[src/rtl/runahead_pkg.sv]
package runahead_pkg;

    typedef enum logic [1:0] {
        TS_NORMAL = 2'd0,
        TS_SPEC   = 2'd1,
        TS_FLUSH  = 2'd2
    } thr_state_e;

endpackage

[src/rtl/runahead_sat_counter.sv]
module runahead_sat_counter #(
    parameter int CNT_W = 16
) (
    input  logic             clk,
    input  logic             rst_n,
    input  logic             clear,
    input  logic             inc,
    output logic [CNT_W-1:0] count
);
    localparam logic [CNT_W-1:0] CNT_MAX = {CNT_W{1'b1}};

    typedef struct packed {
        logic [CNT_W-1:0] val;
    } cnt_state_t;

    cnt_state_t s_d, s_q;

    always_comb begin
        s_d = s_q;
        if (clear) begin
            s_d.val = '0;
        end else if (inc && (s_q.val != CNT_MAX)) begin
            s_d.val = s_q.val + 1'b1;
        end
    end

    always_ff @(posedge clk) begin
        if (!rst_n) begin
            s_q <= '0;
        end else begin
            s_q <= s_d;
        end
    end

    assign count = s_q.val;
endmodule

[src/rtl/runahead_thread_fsm.sv]
module runahead_thread_fsm
    import runahead_pkg::*;
#(
    parameter int PC_W  = 32,
    parameter int CNT_W = 16
) (
    input  logic             clk,
    input  logic             rst_n,
    input  logic             miss_hit,
    input  logic [PC_W-1:0]  miss_pc,
    input  logic             ret_hit,
    input  logic             retire_pulse,
    output logic             spec_mode,
    output logic             flush_now,
    output logic [PC_W-1:0]  ckpt_pc,
    output logic [CNT_W-1:0] spec_cnt
);
    typedef struct packed {
        thr_state_e      st;
        logic [PC_W-1:0] pc;
    } fsm_state_t;

    fsm_state_t s_d, s_q;
    logic       entering_d;

    always_comb begin
        s_d        = s_q;
        entering_d = 1'b0;
        unique case (s_q.st)
            TS_NORMAL: begin
                if (miss_hit) begin
                    s_d.st     = TS_SPEC;
                    s_d.pc     = miss_pc;
                    entering_d = 1'b1;
                end
            end
            TS_SPEC: begin
                if (ret_hit) begin
                    s_d.st = TS_FLUSH;
                end
            end
            TS_FLUSH: begin
                s_d.st = TS_NORMAL;
            end
            default: begin
                s_d.st = TS_NORMAL;
            end
        endcase
    end

    always_ff @(posedge clk) begin
        if (!rst_n) begin
            s_q.st <= TS_NORMAL;
            s_q.pc <= '0;
        end else begin
            s_q <= s_d;
        end
    end

    assign spec_mode = (s_q.st == TS_SPEC);
    assign flush_now = (s_q.st == TS_FLUSH);
    assign ckpt_pc   = s_q.pc;

    runahead_sat_counter #(
        .CNT_W (CNT_W)
    ) u_cnt (
        .clk   (clk),
        .rst_n (rst_n),
        .clear (entering_d),
        .inc   (spec_mode & retire_pulse),
        .count (spec_cnt)
    );
endmodule

[src/rtl/runahead_restart_sel.sv]
module runahead_restart_sel #(
    parameter int NUM_THREADS = 4,
    parameter int PC_W        = 32,
    localparam int TID_W      = (NUM_THREADS > 1) ? $clog2(NUM_THREADS) : 1
) (
    input  logic [NUM_THREADS-1:0]      flush_vec,
    input  logic [NUM_THREADS*PC_W-1:0] ckpt_flat,
    output logic                        sel_valid,
    output logic [TID_W-1:0]            sel_tid,
    output logic [PC_W-1:0]             sel_pc
);
    always_comb begin
        sel_valid = |flush_vec;
        sel_tid   = '0;
        sel_pc    = '0;
        for (int i = 0; i < NUM_THREADS; i++) begin
            if (flush_vec[i]) begin
                sel_tid = sel_tid | TID_W'(i);
                sel_pc  = sel_pc | ckpt_flat[i*PC_W +: PC_W];
            end
        end
    end
endmodule

[src/rtl/runahead_ctrl.sv]
module runahead_ctrl #(
    parameter int NUM_THREADS = 4,
    parameter int PC_W        = 32,
    parameter int CNT_W       = 16,
    localparam int TID_W      = (NUM_THREADS > 1) ? $clog2(NUM_THREADS) : 1
) (
    input  logic                         clk,
    input  logic                         rst_n,
    input  logic                         miss_valid,
    input  logic [TID_W-1:0]             miss_tid,
    input  logic [PC_W-1:0]              miss_pc,
    input  logic                         ret_valid,
    input  logic [TID_W-1:0]             ret_tid,
    input  logic [NUM_THREADS-1:0]       spec_retire,
    output logic [NUM_THREADS-1:0]       runahead_mode,
    output logic [NUM_THREADS-1:0]       flush_req,
    output logic                         restart_valid,
    output logic [TID_W-1:0]             restart_tid,
    output logic [PC_W-1:0]              restart_pc,
    output logic [NUM_THREADS*CNT_W-1:0] spec_count
);
    logic [NUM_THREADS*PC_W-1:0] ckpt_flat;

    for (genvar t = 0; t < NUM_THREADS; t++) begin : g_thr
        logic miss_hit, ret_hit;
        assign miss_hit = miss_valid && (miss_tid == TID_W'(t));
        assign ret_hit  = ret_valid  && (ret_tid  == TID_W'(t));

        runahead_thread_fsm #(
            .PC_W  (PC_W),
            .CNT_W (CNT_W)
        ) u_fsm (
            .clk          (clk),
            .rst_n        (rst_n),
            .miss_hit     (miss_hit),
            .miss_pc      (miss_pc),
            .ret_hit      (ret_hit),
            .retire_pulse (spec_retire[t]),
            .spec_mode    (runahead_mode[t]),
            .flush_now    (flush_req[t]),
            .ckpt_pc      (ckpt_flat[t*PC_W +: PC_W]),
            .spec_cnt     (spec_count[t*CNT_W +: CNT_W])
        );
    end

    runahead_restart_sel #(
        .NUM_THREADS (NUM_THREADS),
        .PC_W        (PC_W)
    ) u_sel (
        .flush_vec (flush_req),
        .ckpt_flat (ckpt_flat),
        .sel_valid (restart_valid),
        .sel_tid   (restart_tid),
        .sel_pc    (restart_pc)
    );
endmodule

[config.mk]
export PLATFORM = sky130hd
export DESIGN_NAME = runahead_ctrl
export DESIGN_NICKNAME = d
export VERILOG_FILES = /design/src/rtl/runahead_pkg.sv /design/src/rtl/runahead_sat_counter.sv /design/src/rtl/runahead_thread_fsm.sv /design/src/rtl/runahead_restart_sel.sv /design/src/rtl/runahead_ctrl.sv
export SDC_FILE = /design/constraint.sdc
export NUM_CORES = 1
export LEC_CHECK = 0
export ABC_AREA = 1
export BUFFER_PORTS_ARGS = -buffer_cell sky130_fd_sc_hd__buf_2
export CAP_MARGIN = 20
export CELL_PAD_IN_SITES_DETAIL_PLACEMENT = 0
export CELL_PAD_IN_SITES_GLOBAL_PLACEMENT = 1
export CORE_ASPECT_RATIO = 0.5
export CORE_MARGIN = 8
export CORE_UTILIZATION = 44
export DETAILED_ROUTE_END_ITERATION = 7
export GPL_TIMING_DRIVEN = 1
export PLACE_DENSITY = 0.9
export SKIP_LAST_GASP = 1
export SLEW_MARGIN = 30
export SYNTH_ARGS = -nofsm -noshare
export SYNTH_HDL_FRONTEND = slang
export SYNTH_SLANG_ARGS = --single-unit
[constraint.sdc]
create_clock -name clk -period 3.5 [get_ports clk]
set_input_delay 0.35 -clock clk [delete_from_list [all_inputs] [get_ports clk]]
set_output_delay 0.35 -clock clk [all_outputs]
set_load 0.005 [all_outputs]
Word-level counts from Yosys, hierarchy flattened. Cells that the tools add are included.

Memories kept: 0. ROM bits: 0. RAM bits: 0. Bits in registers: 200. Output and inout bits: 107. Bits in latches: 0.

Muxes and demuxes: 27. Reductions and logical operators: 31. Divide/modulo/power cells: 0. Shift-type cells: 0. Add/sub/neg operators: 4. Equal/unequal tests: 26. Bitwise logic cells: 8. $lt $le $gt $ge: 0. Multipliers: 0.

Operators with widths (number): $mux W34 (4); $mux W32 (4); $or A32 B32 Y32 (3); $add A16 B1 Y16 const B (4); $ne A16 B16 Y1 const B (4); $eq A2 B2 Y1 const B (8); $ne A2 B2 Y1 const B (8); $pmux W2 S2 (4); $reduce_and A2 Y1 (8); $eq A2 B1 Y1 const B (6); $logic_and A1 B1 Y1 (12); $logic_not A2 Y1 (6); $mux W2 (6); $mux W1 (9); $reduce_or A2 Y1 (4); $and A1 B1 Y1 (4); $reduce_or A4 Y1 (1); $not A1 Y1 (1).

Longest topological paths before layout. Gate-level depths: netlist of the first run.

Depth in word-level cells: 8. Mapped depth: 10. Depth with buffers taken out: 10.

Modules after synthesis. From an unflattened synthesis of the first run, not the netlist that was laid out.

Cell total of the unflattened synthesis: 1974. Area, all modules: 12341.8 µm².

Modules (own cells, without submodules): runahead_thread_fsm (instances 4, cells each 259, area each 1831.8 µm², sequential area each 680.7 µm²); runahead_sat_counter (instances 4, cells each 153, area each 910.9 µm², sequential area each 320.3 µm²); runahead_restart_sel (instances 1, cells each 310, area each 1311.3 µm², sequential area each 0.0 µm²); runahead_ctrl (instances 1, cells each 16, area each 60.1 µm², sequential area each 0.0 µm²).

Worst setup path before layout of the first run. Ideal clock, no wire load.

Kind: reg2reg. From: register g_thr[3].u_fsm.u_cnt.s_q (netlist bit g_thr[3].u_fsm.u_cnt.count[0]). To: register g_thr[3].u_fsm.u_cnt.s_q (netlist bit g_thr[3].u_fsm.u_cnt.count[1]). Stages on the path, launching flop included: 10. Data arrival time: 1.455 ns. Path slack: 1.929 ns. Buffers on the path: 1. Setup time: 0.116 ns. Path through: dfxtp_1 > ha_1 > nand3_2 > nor2_2 > nand2_2 > nand2_4 > inv_2 > buf_4 > nor2_1 > nor2_1.

Cells in the longest elaborated chain, start to end: 2.

Ends and longest elaborated chain: from (decl) (line runahead_sat_counter.sv:16) `cnt_state_t s_d, s_q;`; from (signal assigned) (line runahead_sat_counter.sv:29) `s_q <= '0;`; from (signal assigned) (line runahead_sat_counter.sv:31) `s_q <= s_d;`; parallel branches: the longest is 2 deep, another holds $add A16 B1 Y16.

Several ways; the timed one is not identified. A chain may end at the register's enable or synchronous reset.

Worst setup path after layout of the first run.
From: register g_thr[0].u_fsm.s_q[32] (netlist name). To: output restart_pc[6].

Cells in the longest elaborated chain, start to end: 8.

Ends and longest elaborated chain: from (decl) (line runahead_thread_fsm.sv:23) `fsm_state_t s_d, s_q;`; $eq A2 B2 Y1 (*) (line runahead_thread_fsm.sv:61) `assign flush_now = (s_q.st == TS_FLUSH);`; $mux W32 (*) (line runahead_restart_sel.sv:17) `if (flush_vec[i]) begin`; $or A32 B32 Y32 (line runahead_restart_sel.sv:19) `sel_pc = sel_pc | ckpt_flat[i*PC_W +: PC_W];`; $mux W32 (*) (line runahead_restart_sel.sv:17); $or A32 B32 Y32 (line runahead_restart_sel.sv:19); $mux W32 (*) (line runahead_restart_sel.sv:17); $or A32 B32 Y32 (line runahead_restart_sel.sv:19); $mux W32 (*) (line runahead_restart_sel.sv:17); to (decl) (line runahead_ctrl.sv:19) `output logic [PC_W-1:0] restart_pc,`.

Every way passes the cells marked *; elsewhere a longest branch is shown, timed or not.

==> results of run 1 <==
## cells in the mapped netlist, types with 2 or more instances
cell type,count
a21oi_2,17
buf_2,18
o21ai_2,2
nor2_1,81
xnor2_1,13
nor4_1,2
nor3_1,9
inv_1,193
nand2_1,259
clkbuf_1,25
nand3_1,37
inv_2,6
dfxtp_1,200
nor2_2,10
nand2_4,3
o21ai_1,8
o21ai_0,76
ha_1,4
a21oi_1,69
buf_6,5
o22ai_1,128
nor2_4,5
xor2_1,13
nand4_1,25
nand2_2,4
buf_4,11
## how the worst max path moves through the flow
stage	end	startpoint	slack, ps	depth (start not counted)
after floorplan	g_thr[3].u_fsm.u_cnt.count[1]$_SDFFE_PP0P_	g_thr[3].u_fsm.u_cnt.count[0]$_SDFFE_PP0P_	1930	9
after global placement	g_thr[1].u_fsm.ckpt_pc[5]$_SDFFE_PN0P_	miss_tid[1]	1420	5
after CTS	restart_pc[29]	g_thr[1].u_fsm.s_q[32]$_SDFFE_PN0P_	1260	7
after detailed placement	g_thr[2].u_fsm.u_cnt.count[1]$_SDFFE_PP0P_	g_thr[2].u_fsm.u_cnt.count[0]$_SDFFE_PP0P_	1400	8
final	restart_pc[6]	g_thr[0].u_fsm.s_q[32]$_SDFFE_PN0P_	1280	7
after global routing	g_thr[2].u_fsm.u_cnt.count[1]$_SDFFE_PP0P_	g_thr[2].u_fsm.u_cnt.count[0]$_SDFFE_PP0P_	1060	8
## layer usage
layer | up-vias | wire length (um) | GRT usage [%] | share of wire, %
li1 | 4272 | - | - | -
met1 | 3924 | 11200 | 23.93 | 47
met2 | 202 | 11470 | 31.56 | 48
met3 | 21 | 1050 | 3.438 | 4.4
met4 | 0 | 313 | 5.387 | 1.3
met5 | - | 0 | 0 | 0
## layout make-up
class,count,area (um^2)
Fill cell,2010,9804
Sequential cell,200,4004
Multi-Input combinational cell,771,3925
Timing Repair Buffer,163,848.3
Inverter,199,747.0
Clock buffer,19,432.9
Tap cell,273,341.6
Clock inverter,13,163.9
Antenna cell,4,10.01
## sequential cells by signal, indices dropped and copies added, names as in the netlist
register and cells:
g_thr.u_fsm.ckpt_pc 128, g_thr.u_fsm.s_q 8, g_thr.u_fsm.u_cnt.count 64
## metrics by stage
stage          hold WS, ps  worst slack [ps]  power [mW]  area (um^2)
6_report             162.4              1277       4.611        10470
5_1_grt              151.6              1062       4.784        10470
4_1_cts              139.8              1265       4.658        10460
3_5_place_dp         444.9              1400       2.664         9866
3_3_place_gp         437.9              1424       2.655         9866
2_1_floorplan        426.5              1929       2.575         8989
## worst reg2reg max path, stage by stage, from the launching register on
cell     delay [ps]
dfxtp_1         440
ha_1            240
nand3_1         160
inv_2            90
nand3_1         100
nand2_1         320
nand2_1         390
o21ai_0         260
nor2_1           60
## where the power goes
group,leakage [nW],internal [mW],switching (mW),total [mW]
Sequential,1.62,2.33,0.0222,2.35
Clock,0.286,1.03,0.975,2.00
Combinational,2.27,0.0792,0.178,0.257
## logic make-up (layout without fill, tap and decap cells)
group | Yosys count | after routing | synth area share [%]
buffers and inverters | 258 | 394 | 11.90
other | 0 | 4 | 0
adder cells (fa/ha/maj) | 4 | 4 | 0.5568
AO/OA/AOI/OAI | 302 | 302 | 19.45
XOR/XNOR | 26 | 26 | 2.533
AND/OR/NAND/NOR | 439 | 439 | 21.02
flip-flops | 200 | 200 | 44.54
==> results.py, run 1 <==
metrics = {
    "outcome": {
        "status": "finished, final reports clean",
    },
    "global_route": {
        "antenna_found_initial": 1,
        "grt_max_degree": 36,
        "grt_pass1_wl_mm": 39.12,
        "grt_overflow": 0,
        "grt_pass1_vias": 7907,
        "grt_usage_pct": 18.52,
    },
    "clock_tree": {
        "cts_setup_buffers": 0,
        "cts-root-buf": "clkbuf_16",
        "clock_latency_ps": 430,
        "numCtsBuffers": 17,
        "path_clk_slew_ps": 80,
        "cts_hold_buf": 0,
        "cts_tree": "done",
        "cts_resized": 0,
        "cts_sinks": 200,
        "h-tree-depth": 4,
        "clockBufferDepth": 2,
    },
    "critical_path": {
        "endpoint_kind": "primary output",
        "reg2reg_from": "g_thr[2].u_fsm.u_cnt.count[0]$_SDFFE_PP0P_",
        "slowest_delay_ps": 390,
        "r2r-end": "g_thr[2].u_fsm.u_cnt.count[1]$_SDFFE_PP0P_",
        "r2r_slack_ps": 1320,
        "crit_family": "buffers and inverters",
        "worstPathMaxFanout": 34,
        "setup.worst_path.class": "reg -> out",
        "crit_chain": "inv_1 > nand2_1 > buf_4 > o22ai_1 > a21oi_1 > o21ai_0 > buf_2",
        "crit_buf_inv": 3,
        "worstPathRequired_ps": 3150,
        "crit_path_start_kind": "flop",
        "r2r_cells": 8,
        "critPathArrivalTime_ps": 1870,
        "cp_slowest_cell": "buf_4",
    },
    "cells_and_area": {
        "final_common_cell": "nand2_1",
        "area_delta_synth_final_pct": 16.51,
        "fin_util_pct": 51.65,
        "final_nets": 1400,
        "final_cells": 1642,
        "layout_common_cells": "nand2_1, dfxtp_1, inv_1, buf_2, o22ai_1",
        "final_layout_size_suffix_gt1_share_pct": 17.88,
    },
    "timing": {
        "fin_tns_setup_ps": 0,
        "worst_slew_pin_slew_ps": 824.7,
        "relSlewSlack_pct": 44.81,
        "skew_ps": 13.44,
        "fin_crit_sh_pct": 63.53,
        "min_period_ps": 2223,
        "rsz0062_at_grt": "false",
        "hold_viol_final": 0,
        "maxSlewViolCount": 0,
        "finalSetupViolations": 0,
        "clock.fmax_mhz": 449.7,
    },
    "routing": {
        "wl_per_cell_um": 14.63,
        "routed_wl_mm": 24.03,
        "ant_nets": 0,
        "drcViolationCount": 0,
        "dr.pass1.iters": 8,
        "drt_iter0_drc": 579,
        "vias_per_cell": 5.127,
        "routed-via-count": 8419,
    },
    "logic_synthesis": {
        "synthArstFlopShare_pct": 0,
        "yosysSeqAreaShare_pct": 44.54,
        "ys_top_cells_by_area": "dfxtp_1, nand2_1, o22ai_1, inv_1, o21ai_0",
        "ys_warn_count": 0,
        "avgSynthCellArea_um2": 7.314,
        "synth_ff_type": "dfxtp_1",
        "ys_seq_elements": 200,
        "netlist.area_leader.share_pct": 44.54,
        "postSynthCellCount": 1229,
        "netlist_area_um2": 8989,
        "synth.largest_area_cell": "dfxtp_1",
        "synth_edf_count": 0,
        "yosysUniqueCellTypes": 32,
        "synthesis.nets": 1277,
    },
    "placement": {
        "io_buffers": 150,
        "place_congestion": 0.8321,
        "post-dp-hpwl_mm": 16.56,
        "dp_cells": 1606,
    },
    "min_path": {
        "min_path_type": "in -> reg",
        "worstHoldPathCells": 2,
        "min-delay-start": "ret_tid[1]",
        "holdPathEnd": "g_thr[1].u_fsm.s_q[33]$_SDFFE_PN0P_",
    },
    "pwr": {
        "leakage_nw": 4.175,
        "power.density_nw_per_um2": 440.3,
        "ir_drop_mv": 0.2893,
    },
    "floorplan": {
        "chipWidth_um": 218.1,
        "rows": 37,
        "pin_count": 151,
        "dieArea_um2": 25540,
        "die_h_um": 117.1,
        "start_util_pct": 44.33,
        "coreArea_um2": 20280,
    },
    "flow_run": {
        "maxCapViolations": 0,
    },
}
No activity file was read; power rests on OpenSTA's default activity.
==> run 2, diff against run 1 <==
--- a/config.mk
+++ b/config.mk
@@ -12,10 +12,10 @@
 export CELL_PAD_IN_SITES_GLOBAL_PLACEMENT = 1
 export CORE_ASPECT_RATIO = 0.5
 export CORE_MARGIN = 8
-export CORE_UTILIZATION = 44
+export CORE_UTILIZATION = 37
 export DETAILED_ROUTE_END_ITERATION = 7
 export GPL_TIMING_DRIVEN = 1
-export PLACE_DENSITY = 0.9
+export PLACE_DENSITY = 0.82
 export SKIP_LAST_GASP = 1
 export SLEW_MARGIN = 30
 export SYNTH_ARGS = -nofsm -noshare
==> constraint.sdc (replaced) <==
create_clock -name clk -period 2 [get_ports clk]
set_input_delay 0.2 -clock clk [delete_from_list [all_inputs] [get_ports clk]]
set_output_delay 0.2 -clock clk [all_outputs]
set_load 0.005 [all_outputs]
==> run 2 against run 1 <==
  * Sequential power grew 75%
  * Sequential cell count unchanged
  * Worst setup slack lost 1200 ps
==> results.py, run 2 (synthesis results as in run 1) <==
metrics = {
    "routing": {
        "routed-via-count": 8559,
        "m1WireLength_mm": 12.13,
        "vias_per_cell": 5.050,
        "met2WireLength_mm": 13.34,
        "dr_wl_met3_mm": 1.075,
        "top_layer": "met4",
        "dr.pass1.iters": 5,
        "drt_iter0_drc": 535,
        "wl_per_cell_um": 15.89,
        "drcViolationCount": 0,
        "routed_wl_mm": 26.94,
        "ant_nets": 0,
    },
    "placement": {
        "io_buffers": 150,
        "place_congestion": 0.8154,
        "post-dp-hpwl_mm": 17.72,
        "place_ws_ps": 220.3,
        "dp_cells": 1657,
    },
    "critical_path": {
        "setup.worst_path.class": "reg -> out",
        "endpoint_kind": "primary output",
        "r2r-end": "g_thr[0].u_fsm.u_cnt.count[0]$_SDFFE_PP0P_",
        "crit_path_start_kind": "flop",
        "worstPathMaxFanout": 17,
        "r2r_slack_ps": 200,
        "critPathArrivalTime_ps": 1750,
        "worstPathRequired_ps": 1800,
        "reg2reg_from": "g_thr[0].u_fsm.u_cnt.count[0]$_SDFFE_PP0P_",
        "r2r_cells": 7,
    },
    "min_path": {
        "holdPathEnd": "g_thr[3].u_fsm.ckpt_pc[4]$_SDFFE_PN0P_",
        "min_path_type": "in -> reg",
        "min-delay-start": "miss_pc[4]",
        "worstHoldPathCells": 3,
    },
    "timing": {
        "skew_ps": 9.323,
        "maxSlewViolCount": 0,
        "relSlewSlack_pct": 48.69,
        "min_period_ps": 1949,
        "hold_viol_final": 0,
        "fin_crit_sh_pct": 97.47,
        "clock.fmax_mhz": 513.0,
        "worst_slew_pin_slew_ps": 768.5,
        "postLayoutSetupSlackWorst_ps": 50.57,
        "fin_tns_setup_ps": 0,
        "finalSetupViolations": 0,
    },
    "cells_and_area": {
        "largest_reg_flops": 128,
        "layout_common_cells": "nand2_1, dfxtp_1, inv_1, buf_2, o22ai_1",
        "nFillCells": 2423,
        "area_delta_synth_final_pct": 20.21,
        "final_cells": 1695,
        "final_nets": 1415,
        "final_layout_size_suffix_gt1_share_pct": 18.99,
        "antenna_cells": 0,
        "final_common_cell": "nand2_1",
    },
    "floorplan": {
        "pin_count": 151,
        "start_util_pct": 37.57,
        "dieArea_um2": 29840,
        "rows": 40,
        "die_h_um": 126.2,
        "chipWidth_um": 236.4,
        "coreArea_um2": 23920,
    },
    "clock_tree": {
        "clockBufferDepth": 2,
        "path_clk_slew_ps": 80,
        "clock_latency_ps": 430,
        "cts_sinks": 200,
        "cts_tree": "done",
        "cts-root-buf": "clkbuf_16",
        "numCtsBuffers": 17,
        "h-tree-depth": 4,
    },
    "pwr": {
        "ir_drop_mv": 0.5854,
        "leakage_nw": 4.323,
        "power.density_nw_per_um2": 758.1,
        "p_switching_mw": 2.032,
        "internal_power_mw": 6.160,
        "p_seq_share_pct": 50.3,
        "pwr-share-clk_pct": 43.7,
        "switching_share_pct": 24.81,
        "power.combinational.fraction_pct": 6.0,
    },
    "global_route": {
        "grt_pass1_vias": 8247,
        "grt_overflow": 0,
        "grt_max_degree": 44,
        "grt_usage_pct": 17.16,
        "grt_pass1_wl_mm": 42.66,
        "antenna_found_initial": 0,
    },
    "outcome": {
        "status": "finished, final reports clean",
    },
    "flow_run": {
        "maxCapViolations": 0,
    },
}
## run 2: cell count changes in the layout (fill, tap and decap cells not counted), moves of 3 or more
cell	previous run	this run
buf_12	0	6
buf_4	13	16
clkbuf_16	17	21
diode_2	4	0
nand2_1	259	256
o21ai_0	76	70
o21ai_1	8	14
## run 2: layout make-up
cell class | instances | area (um^2) | share of cell area (%)
sequential | 200 | 4004 | 37.05
multi-input combinational | 771 | 3944 | 36.50
timing repair buffer | 178 | 1111 | 10.28
inverter | 199 | 747.0 | 6.913
clock buffer | 19 | 442.9 | 4.099
tap | 315 | 394.1 | 3.648
clock inverter | 13 | 162.7 | 1.505
## run 2: how the worst max path moves through the flow
| stage | startpoint | to | cells after the start |
|---|---|---|---|
| after floorplan | g_thr[3].u_fsm.u_cnt.count[0]$_SDFFE_PP0P_ | g_thr[3].u_fsm.u_cnt.count[1]$_SDFFE_PP0P_ | 9 |
| after global placement | g_thr[2].u_fsm.u_cnt.count[0]$_SDFFE_PP0P_ | g_thr[2].u_fsm.u_cnt.count[1]$_SDFFE_PP0P_ | 8 |
| after detailed placement | g_thr[0].u_fsm.u_cnt.count[0]$_SDFFE_PP0P_ | g_thr[0].u_fsm.u_cnt.count[0]$_SDFFE_PP0P_ | 7 |
| after CTS | g_thr[0].u_fsm.s_q[32]$_SDFFE_PN0P_ | restart_pc[15] | 7 |
| after global routing | g_thr[1].u_fsm.s_q[32]$_SDFFE_PN0P_ | restart_pc[11] | 7 |
| final | g_thr[1].u_fsm.s_q[32]$_SDFFE_PN0P_ | restart_pc[14] | 7 |
## run 2: worst max-delay path, stage by stage (launching register included)
cell	delay, ps
dfxtp_1	330
inv_1	60
nand2_2	170
clkbuf_16	240
o22ai_1	80
a21oi_1	140
o21ai_0	140
buf_2	150
## run 2: metrics by stage
| stage | total power, mW | util [%] | hold WS (ps) | instance area [um^2] |
|---|---|---|---|---|
| CTS | 8.254 | 44.68 | 35.54 | 10690 |
| detailed placement | 4.695 | 42.07 | 445.9 | 10060 |
| floorplan | 4.507 | - | 276.5 | 8989 |
| global placement | 4.677 | 42.07 | 438.0 | 10060 |
| global route | 8.493 | 45.17 | 38.31 | 10810 |
| finish | 8.192 | 45.17 | 55.61 | 10810 |
## run 2: what timing repair did
item | in CTS | in global routing
gates cloned | 0 | 4
pin swaps | 0 | 0
setup endpoints to repair | 1 | 12
resized for setup | 1 | 10
hold buffers | 2 | 0
hold endpoints to repair | 2 | 0
buffers inserted | 0 | 0
## run 2: power groups by stage
stage               sequential, mW  clock [mW]  combinational (mW)
floorplan                     4.20           0               0.304
global placement              4.21           0               0.471
detailed placement            4.21           0               0.484
CTS                           4.12        3.65               0.492
global route                  4.13        3.82               0.540
finish                        4.12        3.58               0.495
## run 2: metal layers
layer / vias up / GRT usage, %
li1: 4298 / -
met1: 4045 / 20.99
met2: 188 / 30.36
met3: 28 / 3.570
met4: 0 / 4.774
met5: - / 0
